==> src/rtl/pwm_grp_pkg.sv <==
package pwm_grp_pkg;
  typedef enum logic [1:0] {
    SRC_SLOW  = 2'd0,
    SRC_DIV13 = 2'd1,
    SRC_FULL  = 2'd2,
    SRC_RSVD  = 2'd3
  } src_sel_e;

  localparam int unsigned FAST_DIV = 13;
endpackage

==> src/rtl/pwm_tick_gen.sv <==
module pwm_tick_gen
  import pwm_grp_pkg::*;
#(
  parameter int unsigned SLOW_DIV = 813
) (
  input  logic     clk_i,
  input  logic     rst_ni,
  input  src_sel_e sel_i,
  output logic     tick_o,
  output logic     tick13_o
);
  localparam int unsigned SW = (SLOW_DIV > 2) ? $clog2(SLOW_DIV) : 1;
  localparam int unsigned FW = $clog2(FAST_DIV);

  logic [SW-1:0] slow_cnt;
  logic [FW-1:0] fast_cnt;
  logic          tick_slow;

  assign tick_slow = (slow_cnt == SW'(SLOW_DIV - 1));
  assign tick13_o  = (fast_cnt == FW'(FAST_DIV - 1));

  // free-running dividers, phase fixed by reset
  always_ff @(posedge clk_i or negedge rst_ni) begin
    if (!rst_ni) begin
      slow_cnt <= '0;
      fast_cnt <= '0;
    end else begin
      slow_cnt <= tick_slow ? '0 : slow_cnt + 1'b1;
      fast_cnt <= tick13_o  ? '0 : fast_cnt + 1'b1;
    end
  end

  always_comb begin
    unique case (sel_i)
      SRC_DIV13: tick_o = tick13_o;
      SRC_FULL:  tick_o = 1'b1;
      default:   tick_o = tick_slow;
    endcase
  end
endmodule

==> src/rtl/pwm_chan.sv <==
module pwm_chan #(
  parameter int unsigned CNT_W = 16
) (
  input  logic             clk_i,
  input  logic             rst_ni,
  input  logic             en_i,
  input  logic             tick_i,
  input  logic [CNT_W-1:0] per_shd_i,
  input  logic [CNT_W-1:0] hi_shd_i,
  output logic             pwm_o
);
  logic [CNT_W-1:0] cnt_q, per_q, hi_q;
  logic             wrap;

  assign wrap = ({1'b0, cnt_q} + 1'b1) >= {1'b0, per_q};

  always_ff @(posedge clk_i or negedge rst_ni) begin
    if (!rst_ni) begin
      cnt_q <= '0;
      per_q <= '0;
      hi_q  <= '0;
    end else if (!en_i) begin
      cnt_q <= '0;
      per_q <= per_shd_i;
      hi_q  <= hi_shd_i;
    end else if (tick_i) begin
      if (wrap) begin
        cnt_q <= '0;
        per_q <= per_shd_i;
        hi_q  <= hi_shd_i;
      end else begin
        cnt_q <= cnt_q + 1'b1;
      end
    end
  end

  // cnt_q < max(per,1): hi>=per gives constant high, hi==0 constant low
  assign pwm_o = en_i && (cnt_q < hi_q);
endmodule

==> src/rtl/pwm_group.sv <==
module pwm_group
  import pwm_grp_pkg::*;
#(
  parameter int unsigned NUM_CH   = 4,
  parameter int unsigned CNT_W    = 16,
  parameter int unsigned SLOW_DIV = 813,
  parameter int unsigned ADDR_W   = $clog2(2 * NUM_CH + 1)
) (
  input  logic              clk_i,
  input  logic              rst_ni,
  input  logic              wr_en_i,
  input  logic [ADDR_W-1:0] wr_addr_i,
  input  logic [CNT_W-1:0]  wr_data_i,
  input  logic [NUM_CH-1:0] gpio_i,
  output logic [NUM_CH-1:0] pwm_o,
  output logic [NUM_CH-1:0] pin_sel_o,
  output logic [NUM_CH-1:0] pad_o
);
  localparam int unsigned CTRL_ADDR = 2 * NUM_CH;

  logic     en_q;
  src_sel_e sel_q;
  logic     tick_sel, tick_13;
  logic     ctrl_wr;

  assign ctrl_wr = wr_en_i && (wr_addr_i == ADDR_W'(CTRL_ADDR));

  always_ff @(posedge clk_i or negedge rst_ni) begin
    if (!rst_ni) begin
      en_q  <= 1'b0;
      sel_q <= SRC_SLOW;
    end else if (ctrl_wr) begin
      en_q  <= wr_data_i[0];
      sel_q <= src_sel_e'(wr_data_i[2:1]);
    end
  end

  pwm_tick_gen #(.SLOW_DIV(SLOW_DIV)) u_tick (
    .clk_i    (clk_i),
    .rst_ni   (rst_ni),
    .sel_i    (sel_q),
    .tick_o   (tick_sel),
    .tick13_o (tick_13)
  );

  for (genvar c = 0; c < NUM_CH; c++) begin : g_ch
    logic [CNT_W-1:0] per_shd, hi_shd;

    always_ff @(posedge clk_i or negedge rst_ni) begin
      if (!rst_ni) begin
        per_shd <= '0;
        hi_shd  <= '0;
      end else if (wr_en_i) begin
        if (wr_addr_i == ADDR_W'(2 * c))     per_shd <= wr_data_i;
        if (wr_addr_i == ADDR_W'(2 * c + 1)) hi_shd  <= wr_data_i;
      end
    end

    pwm_chan #(.CNT_W(CNT_W)) u_chan (
      .clk_i     (clk_i),
      .rst_ni    (rst_ni),
      .en_i      (en_q),
      .tick_i    (tick_sel),
      .per_shd_i (per_shd),
      .hi_shd_i  (hi_shd),
      .pwm_o     (pwm_o[c])
    );

    assign pin_sel_o[c] = en_q;
    assign pad_o[c]     = pin_sel_o[c] ? pwm_o[c] : gpio_i[c];
  end
endmodule

==> config.mk <==
export PLATFORM = sky130hd
export DESIGN_NAME = pwm_group
export DESIGN_NICKNAME = d
export VERILOG_FILES = /design/src/rtl/pwm_grp_pkg.sv /design/src/rtl/pwm_tick_gen.sv /design/src/rtl/pwm_chan.sv /design/src/rtl/pwm_group.sv
export SDC_FILE = /design/constraint.sdc
export NUM_CORES = 1
export LEC_CHECK = 0
export BUFFER_PORTS_ARGS = -buffer_cell sky130_fd_sc_hd__buf_2
export CAP_MARGIN = 20
export CORE_MARGIN = 2
export CORE_UTILIZATION = 40
export DETAILED_ROUTE_END_ITERATION = 10
export PLACE_DENSITY = 0.61
export SYNTH_ARGS = -nofsm -noshare
export SYNTH_HDL_FRONTEND = slang
export SYNTH_SLANG_ARGS = --single-unit
==> constraint.sdc <==
create_clock -name clk_i -period 8 [get_ports clk_i]
set_clock_uncertainty 0.05 [all_clocks]
set_input_delay 0.8 -clock clk_i [delete_from_list [all_inputs] [get_ports clk_i]]
set_output_delay 0.8 -clock clk_i [all_outputs]
set_load 0.02 [all_outputs]
# Yosys cells after proc, flatten, opt, wreduce, memory -nomap -nowiden
# Index checks and enable logic that the tools add are counted.
[word_totals]
ff_bits = 337
out_inout_bits = 12
inputBits = 27
[classes]
add_sub_neg = 10
n_eq_ne = 17
reduce_logical = 18
magnitude_cmp = 8
n_mux = 43
[op_table]
columns = ["operator", "n"]
rows = [
  ["16-bit 2-to-1 mux", 36],
  ["16-bit by 1-bit adder with 17-bit output (second input constant)", 4],
  ["17-bit by 16-bit greater-or-equal comparator with 1-bit output", 4],
  ["16-bit by 1-bit adder with 16-bit output (second input constant)", 4],
  ["16-bit < comparator", 4],
  ["2-bit AND reduction", 12],
  ["4-bit by 3-bit equality test with 1-bit output (second input constant)", 4],
  ["10-bit by 1-bit adder with 10-bit output (second input constant)", 1],
  ["10-bit equality test (second input constant)", 1],
  ["10-bit 2-to-1 mux", 1],
  ["2-bit by 1-bit != test with 1-bit output (second input constant)", 5],
  ["4-bit by 2-bit equality test with 1-bit output (second input constant)", 2],
  ["4-bit equality test (second input constant)", 2],
  ["1-bit logical AND", 5],
  ["4-bit by 1-bit adder with 4-bit output (second input constant)", 1],
  ["4-bit by 1-bit equality test with 1-bit output (second input constant)", 1],
  ["4-bit logical NOT", 1],
  ["1-bit 2-to-1 mux", 4],
  ["4-bit 2-to-1 mux", 1],
  ["2-bit by 1-bit equality test with 1-bit output (second input constant)", 1],
  ["2-bit equality test (second input constant)", 1],
  ["1-bit case mux with 2 select lines", 1],
]

# Logic depth before layout (Yosys ltp)
[logic_depth]
ltp_word = 5
ltp_mapped = 15
mapped_depth_nobuf = 13

# Modules after synthesis
# A second synthesis with hierarchy kept.
[hier_totals]
cells_unflattened = 1540
area_unflattened_um2 = 17875.9
[modules_own_cells]
columns = ["mod", "area_per_inst_um2", "seq_area_each_um2", "instances", "cells_each"]
rows = [
  ["pwm_chan", 3011.6, 1201.2, 4, 293],
  ["pwm_group", 5081.1, 3278.1, 1, 295],
  ["pwm_tick_gen", 748.2, 350.3, 1, 73],
]

# Least setup slack after synthesis
# No wires, ideal clock.
[synth_path]
path_kind = "register to register"
start = "reg g_ch[0].u_chan.cnt_q[0]"
end = "reg g_ch[0].u_chan.hi_q[0]"
period_less_slack_ns = 3.519
arrival_time_ns = 3.344
path_slack_ns = 4.481
stages_incl_launch_ff = 15
required_ns = 7.825
cell_sequence = "dfrtp_1 -> ha_1 -> nand3_1 -> or3_1 -> nor2_1 -> xor2_1 -> ha_1 -> a21o_1 -> a211o_1 -> a31oi_1 -> nand3_2 -> and2_4 -> buf_6 -> buf_12 -> mux2_4"
[synth_between]
elab_chain_cells = 4
[synth_lines]
columns = ["element", "line_no", "source"]
rows = [
  ["start, declared", "pwm_chan.sv:12", "logic [CNT_W-1:0] cnt_q, per_q, hi_q;"],
  ["start signal, assigned", "pwm_chan.sv:32", "cnt_q <= cnt_q + 1'b1;"],
  ["16-bit by 1-bit adder with 17-bit output", "pwm_chan.sv:15", "assign wrap = ({1'b0, cnt_q} + 1'b1) >= {1'b0, per_q};"],
  ["17-bit by 16-bit greater-or-equal comparator with 1-bit output", "pwm_chan.sv:15", ""],
  ["2-bit by 1-bit != test with 1-bit output (no source line)", "--", ""],
  ["2-bit AND reduction (no source line)", "--", ""],
  ["end signal, assigned", "pwm_chan.sv:25", "hi_q <= hi_shd_i;"],
  ["end signal, assigned", "pwm_chan.sv:30", "hi_q <= hi_shd_i;"],
  ["end, declared", "pwm_chan.sv:12", ""],
]
# Every way passes these cells.
# A chain may end at the register's enable or synchronous reset.

# Worst setup path in the final report
[layout_path]
start = "reg g_ch[3].u_chan.cnt_q[5]"
end = "reg g_ch[3].u_chan.per_q[5]"
[layout_between]
elab_chain_cells = 4
[layout_lines]
columns = ["element", "line_no", "source"]
rows = [
  ["start, declared", "pwm_chan.sv:12", ""],
  ["start signal, assigned", "pwm_chan.sv:32", ""],
  ["16-bit by 1-bit adder with 17-bit output", "pwm_chan.sv:15", ""],
  ["17-bit by 16-bit greater-or-equal comparator with 1-bit output", "pwm_chan.sv:15", ""],
  ["2-bit by 1-bit != test with 1-bit output (no source line)", "--", ""],
  ["2-bit AND reduction (no source line)", "--", ""],
  ["end signal, assigned", "pwm_chan.sv:24", "per_q <= per_shd_i;"],
  ["end signal, assigned", "pwm_chan.sv:29", "per_q <= per_shd_i;"],
  ["end, declared", "pwm_chan.sv:12", ""],
]
# Every way passes these cells.

==> results.txt <==
----------------------------------------------------
[Setup path]
  Critical Path Source ... g_ch[3].u_chan.cnt_q[5]
  Critical Path Source Type ... flip-flop
  Classification of the worst setup path ... reg -> reg
  Most prevalent standard cell on the critical path ... nand4_1
  Reg-to-reg startpoint ... g_ch[3].u_chan.cnt_q[5]
  Maximum fanout count along the critical path ... 17
  Worst stage delay on the critical path ... 0.71 ns
  Data arrival time of the worst path ... 5.01 ns
  Setup slack of the most critical reg-to-reg path ... 3.35 ns
  Critical register-to-register path endpoint ... g_ch[3].u_chan.per_q[5]
  Worst R2R Path Depth ... 12
  Critical path destination ... g_ch[3].u_chan.per_q[5]
  Series of cell instances along the critical path ... nand3_1, or3b_1, or3_1, xnor2_1, ha_1, nand4_1, nor2_1, o311ai_1, nand4_1, and2_1, buf_4, mux2_1
  Critical path capture point type ... flip-flop
  Slowest library cell on the worst path ... and2_1
  Required time of the critical path ... 8.36 ns

[Clock network]
  # H-tree levels ... 2
  Buffer count from post-CTS setup fixing ... 0
  Clock tree buffer depth ... 3
  Clock latency at the later pin of the worst-skew pair ... 0.54 ns
  TritonCTS Buffers ... 37
  Clock net sink count ... 337
  Clock transition at path regs ... 0.06 ns
  Clock root cell ... clkbuf_16
  Post-cts hold buffer count ... 0
  TritonCTS clock tree ... yes
  Total of cells resized after clock tree synthesis ... 0

[Die]
  Core ar. ... 44100 µm²
  I/O pin total ... 39
  Initial standard-cell utilization of the core ... 0.405
  Floorplan die height ... 215 µm
  Horiz. Die Dim ... 215 µm
  Die ar. ... 46300 µm²
  Standard-cell row count ... 77

[Finish]
  Final Cell Area ... 19700 µm²
  Number of fill cells ... 4131
  Finished Core Util ... 0.446
  # diodes ... 0
  NumNets Final ... 1746
  Layout Area Growth over Synthesis ... 10.3%
  Proportion of layout cells with a drive suffix above 1 ... 0.206
  Multi-input gate area ... 8500 µm²
  Storage cell area ... 8430 µm²

[Timing]
  Setup Total Neg Slack ... 0 ns
  Slew at the pin closest to its max-slew limit ... 0.986 ns
  Finish-stage setup viols ... 0
  Unrepaired setup endpoints after global routing ... false
  Hold Violations, Final ... 0
  Final Slew Violations ... 0
  Minimum clock period after layout ... 4.65 ns
  Post-route fraction of the period consumed by the critical path ... 0.582
  Fmax ... 215 MHz
  Relative slew margins ... 0.340
  Final worst-path setup slack ... 3.35 ns
  Worst hold-check slack ... 0.231 ns

[Detailed routing]
  Detailed-routed wire length on met2 ... 18400 µm
  Met1 wire length ... 19500 µm
  Vias per std cell ... 5.27
  Average wire per standard cell ... 18.3 µm
  Wire length after detailed routing ... 40200 µm
  Overall via count from detail_route ... 11600
  Met3 wire length ... 1330 µm
  Starting DRT DRC Count ... 611
  First-pass iteration count of the detailed router ... 4
  Top sig layer ... met4
  Number of DRC violations after detailed routing ... 0
  Number of nets with antenna violations after routing ... 0

[Synthesis]
  Net Count, Synth ... 1724
  Post-synth EDFFs ... 0
  Post-synth ARST share ... 1.00
  Area of the mapped netlist ... 17900 µm²
  Warnings from Yosys ... 0
  Cell with the most instances after synthesis ... dfrtp_1
  Xor/xnor cell area share of the yosys netlist ... 0.0304
  Area fraction in compound gates after synthesis ... 0.0913
  Number of storage elements in the synthesis netlist ... 337
  Mux cell area share after synthesis ... 0.160
  Register area share after synthesis ... 0.472
  Cell taking the most area after synthesis ... dfrtp_1
  Post-synth top area share ... 0.472
  Simple-gate portion of the synthesized area ... 0.0997
  Biggest area contributors in the synthesized netlist ... dfrtp_1 47%, ha_1 9.4%, mux2_2 8.6%
  Dominant combinational cell family by area after synthesis ... multiplexers
  Adder-cell area share of the yosys netlist ... 0.0939
  Synthesized area per cell ... 11.4 µm²
  Ys flop type ... dfrtp_1
  Number of distinct library cell variants in the gate-level netlist after synthesis ... 75
  Top cell types by occurrence after synthesis ... 337 x dfrtp_1, 139 x inv_1, 136 x mux2_2
  Number of standard cells after synthesis ... 1563

[Place]
  Global placer's final weighted congestion ... 0.817
  Detailed placement HPWL ... 27000 µm
  Post-detailed-placement cell area ... 18500 µm²
  Setup WS pre-CTS ... 3.36 ns
  Count of buffers from port buffering ... 38

[GRT]
  Total global-route track usage ... 0.179
  Via count of the first global-routing pass ... 11900
  GRT Residual Overflow ... 0
  Largest net degree at the start of global routing ... 170
  Global-route wire length before repair ... 65900 µm
  Number of antenna violations at the first check in global routing ... 1

[Power and ir drop]
  Static leakage ... 9.39 nW
  Maximum resistive drop on vdd ... 131 µV
  Power Dens Cells ... 296 nW/µm²

[Worst hold path]
  Hold/Removal Path Class ... in -> async

[Run status]
  Result of the run ... complete, no violations

[Run]
  Max-cap check violation count ... 0

----------------------------------------------------
## worst min-delay path by stage
stage,start,to
CTS,rst_ni,g_ch[2].per_shd[1]
floorplan,g_ch[2].per_shd[10],g_ch[2].u_chan.per_q[10]
global route,rst_ni,g_ch[2].per_shd[0]
global placement,g_ch[2].per_shd[3],g_ch[2].u_chan.per_q[3]
detailed placement,g_ch[2].hi_shd[1],g_ch[2].u_chan.hi_q[1]
finish,rst_ni,g_ch[2].per_shd[1]
## metal layers
metal / vias up / global-route usage
met3: 55 / 0.0279
li1: 5557 / -
met5: - / 0
met1: 5801 / 0.253
met2: 173 / 0.285
met4: 0 / 0.0520
## report_power, final
part / switching, W / internal [W]
logic: 0.000877 / 0.000809
clock network: 0.000697 / 0.000999
registers: 0.000268 / 0.00219
total: 0.00184 / 0.00399
## cell usage in the layout, fill, tap and decap left out, types with 5 or more instances in the layout
master / n
dfrtp_1: 337
inv_1: 139
mux2_2: 136
ha_1: 134
nand2_1: 121
mux2_4: 60
nor2_1: 59
o21ai_0: 55
nand3_1: 41
xnor2_1: 38
clkbuf_16: 37
buf_2: 37
mux2_1: 36
a21oi_1: 30
xor2_1: 24
o21ai_1: 24
nand4_1: 23
a22o_1: 23
nor3_1: 19
and3_1: 15
nor2b_1: 15
a21o_1: 15
buf_4: 11
or3_1: 9
a211oi_1: 9
o41ai_1: 9
o31ai_1: 9
a31oi_1: 8
a221o_1: 8
or2_2: 7
clkinv_2: 7
and4_1: 6
a211o_1: 6
o31a_1: 6
clkbuf_8: 6
nand2b_1: 5
clkbuf_1: 5
## cells by family after synthesis
logic type	count (synthesis)
and+or+nand+nor	353
DFF	337
AOI/OAI and AO/OA	237
muxes	233
buffers and inverters	207
adders and majority gates	134
xor gates and xnor gates	62
## state kept, by name, summed over array words and instances, names as in the netlist, 2 cells and up
register / flops
g_ch.u_chan.cnt_q: 64
g_ch.u_chan.per_q: 64
u_tick.slow_cnt: 10
g_ch.hi_shd: 64
g_ch.u_chan.hi_q: 64
g_ch.per_shd: 64
u_tick.fast_cnt: 4
sel_q: 2
## worst max-delay path: cells and delay by family, from the launching register on
family / cells / cell delay, ns
XOR/XNOR: 1 / 0.15
AND/OR/NAND/NOR: 7 / 2.69
buffers and inverters: 1 / 0.37
adder cells (fa/ha/maj): 1 / 0.31
AO/OA/AOI/OAI: 1 / 0.13
multiplexers: 1 / 0.35
flip-flops: 1 / 0.48
## final cells by class
cell class              instances  area share
well taps                     592      0.0376
repair buffers                 50      0.0154
flip-flops and latches        337       0.428
clock buffers                  48      0.0522
multi-input cells            1019       0.432
clock inverters                14     0.00794
inverters                     140      0.0267
## metrics by stage
step | instances | power (W)
after floorplan | 1563 | 0.00375
after global placement | 2138 | 0.00411
after detailed placement | 2138 | 0.00418
after CTS | 2200 | 0.00591
after global routing | 2200 | 0.00622
final | 2200 | 0.00584
Power figures use the tool's default switching activity.
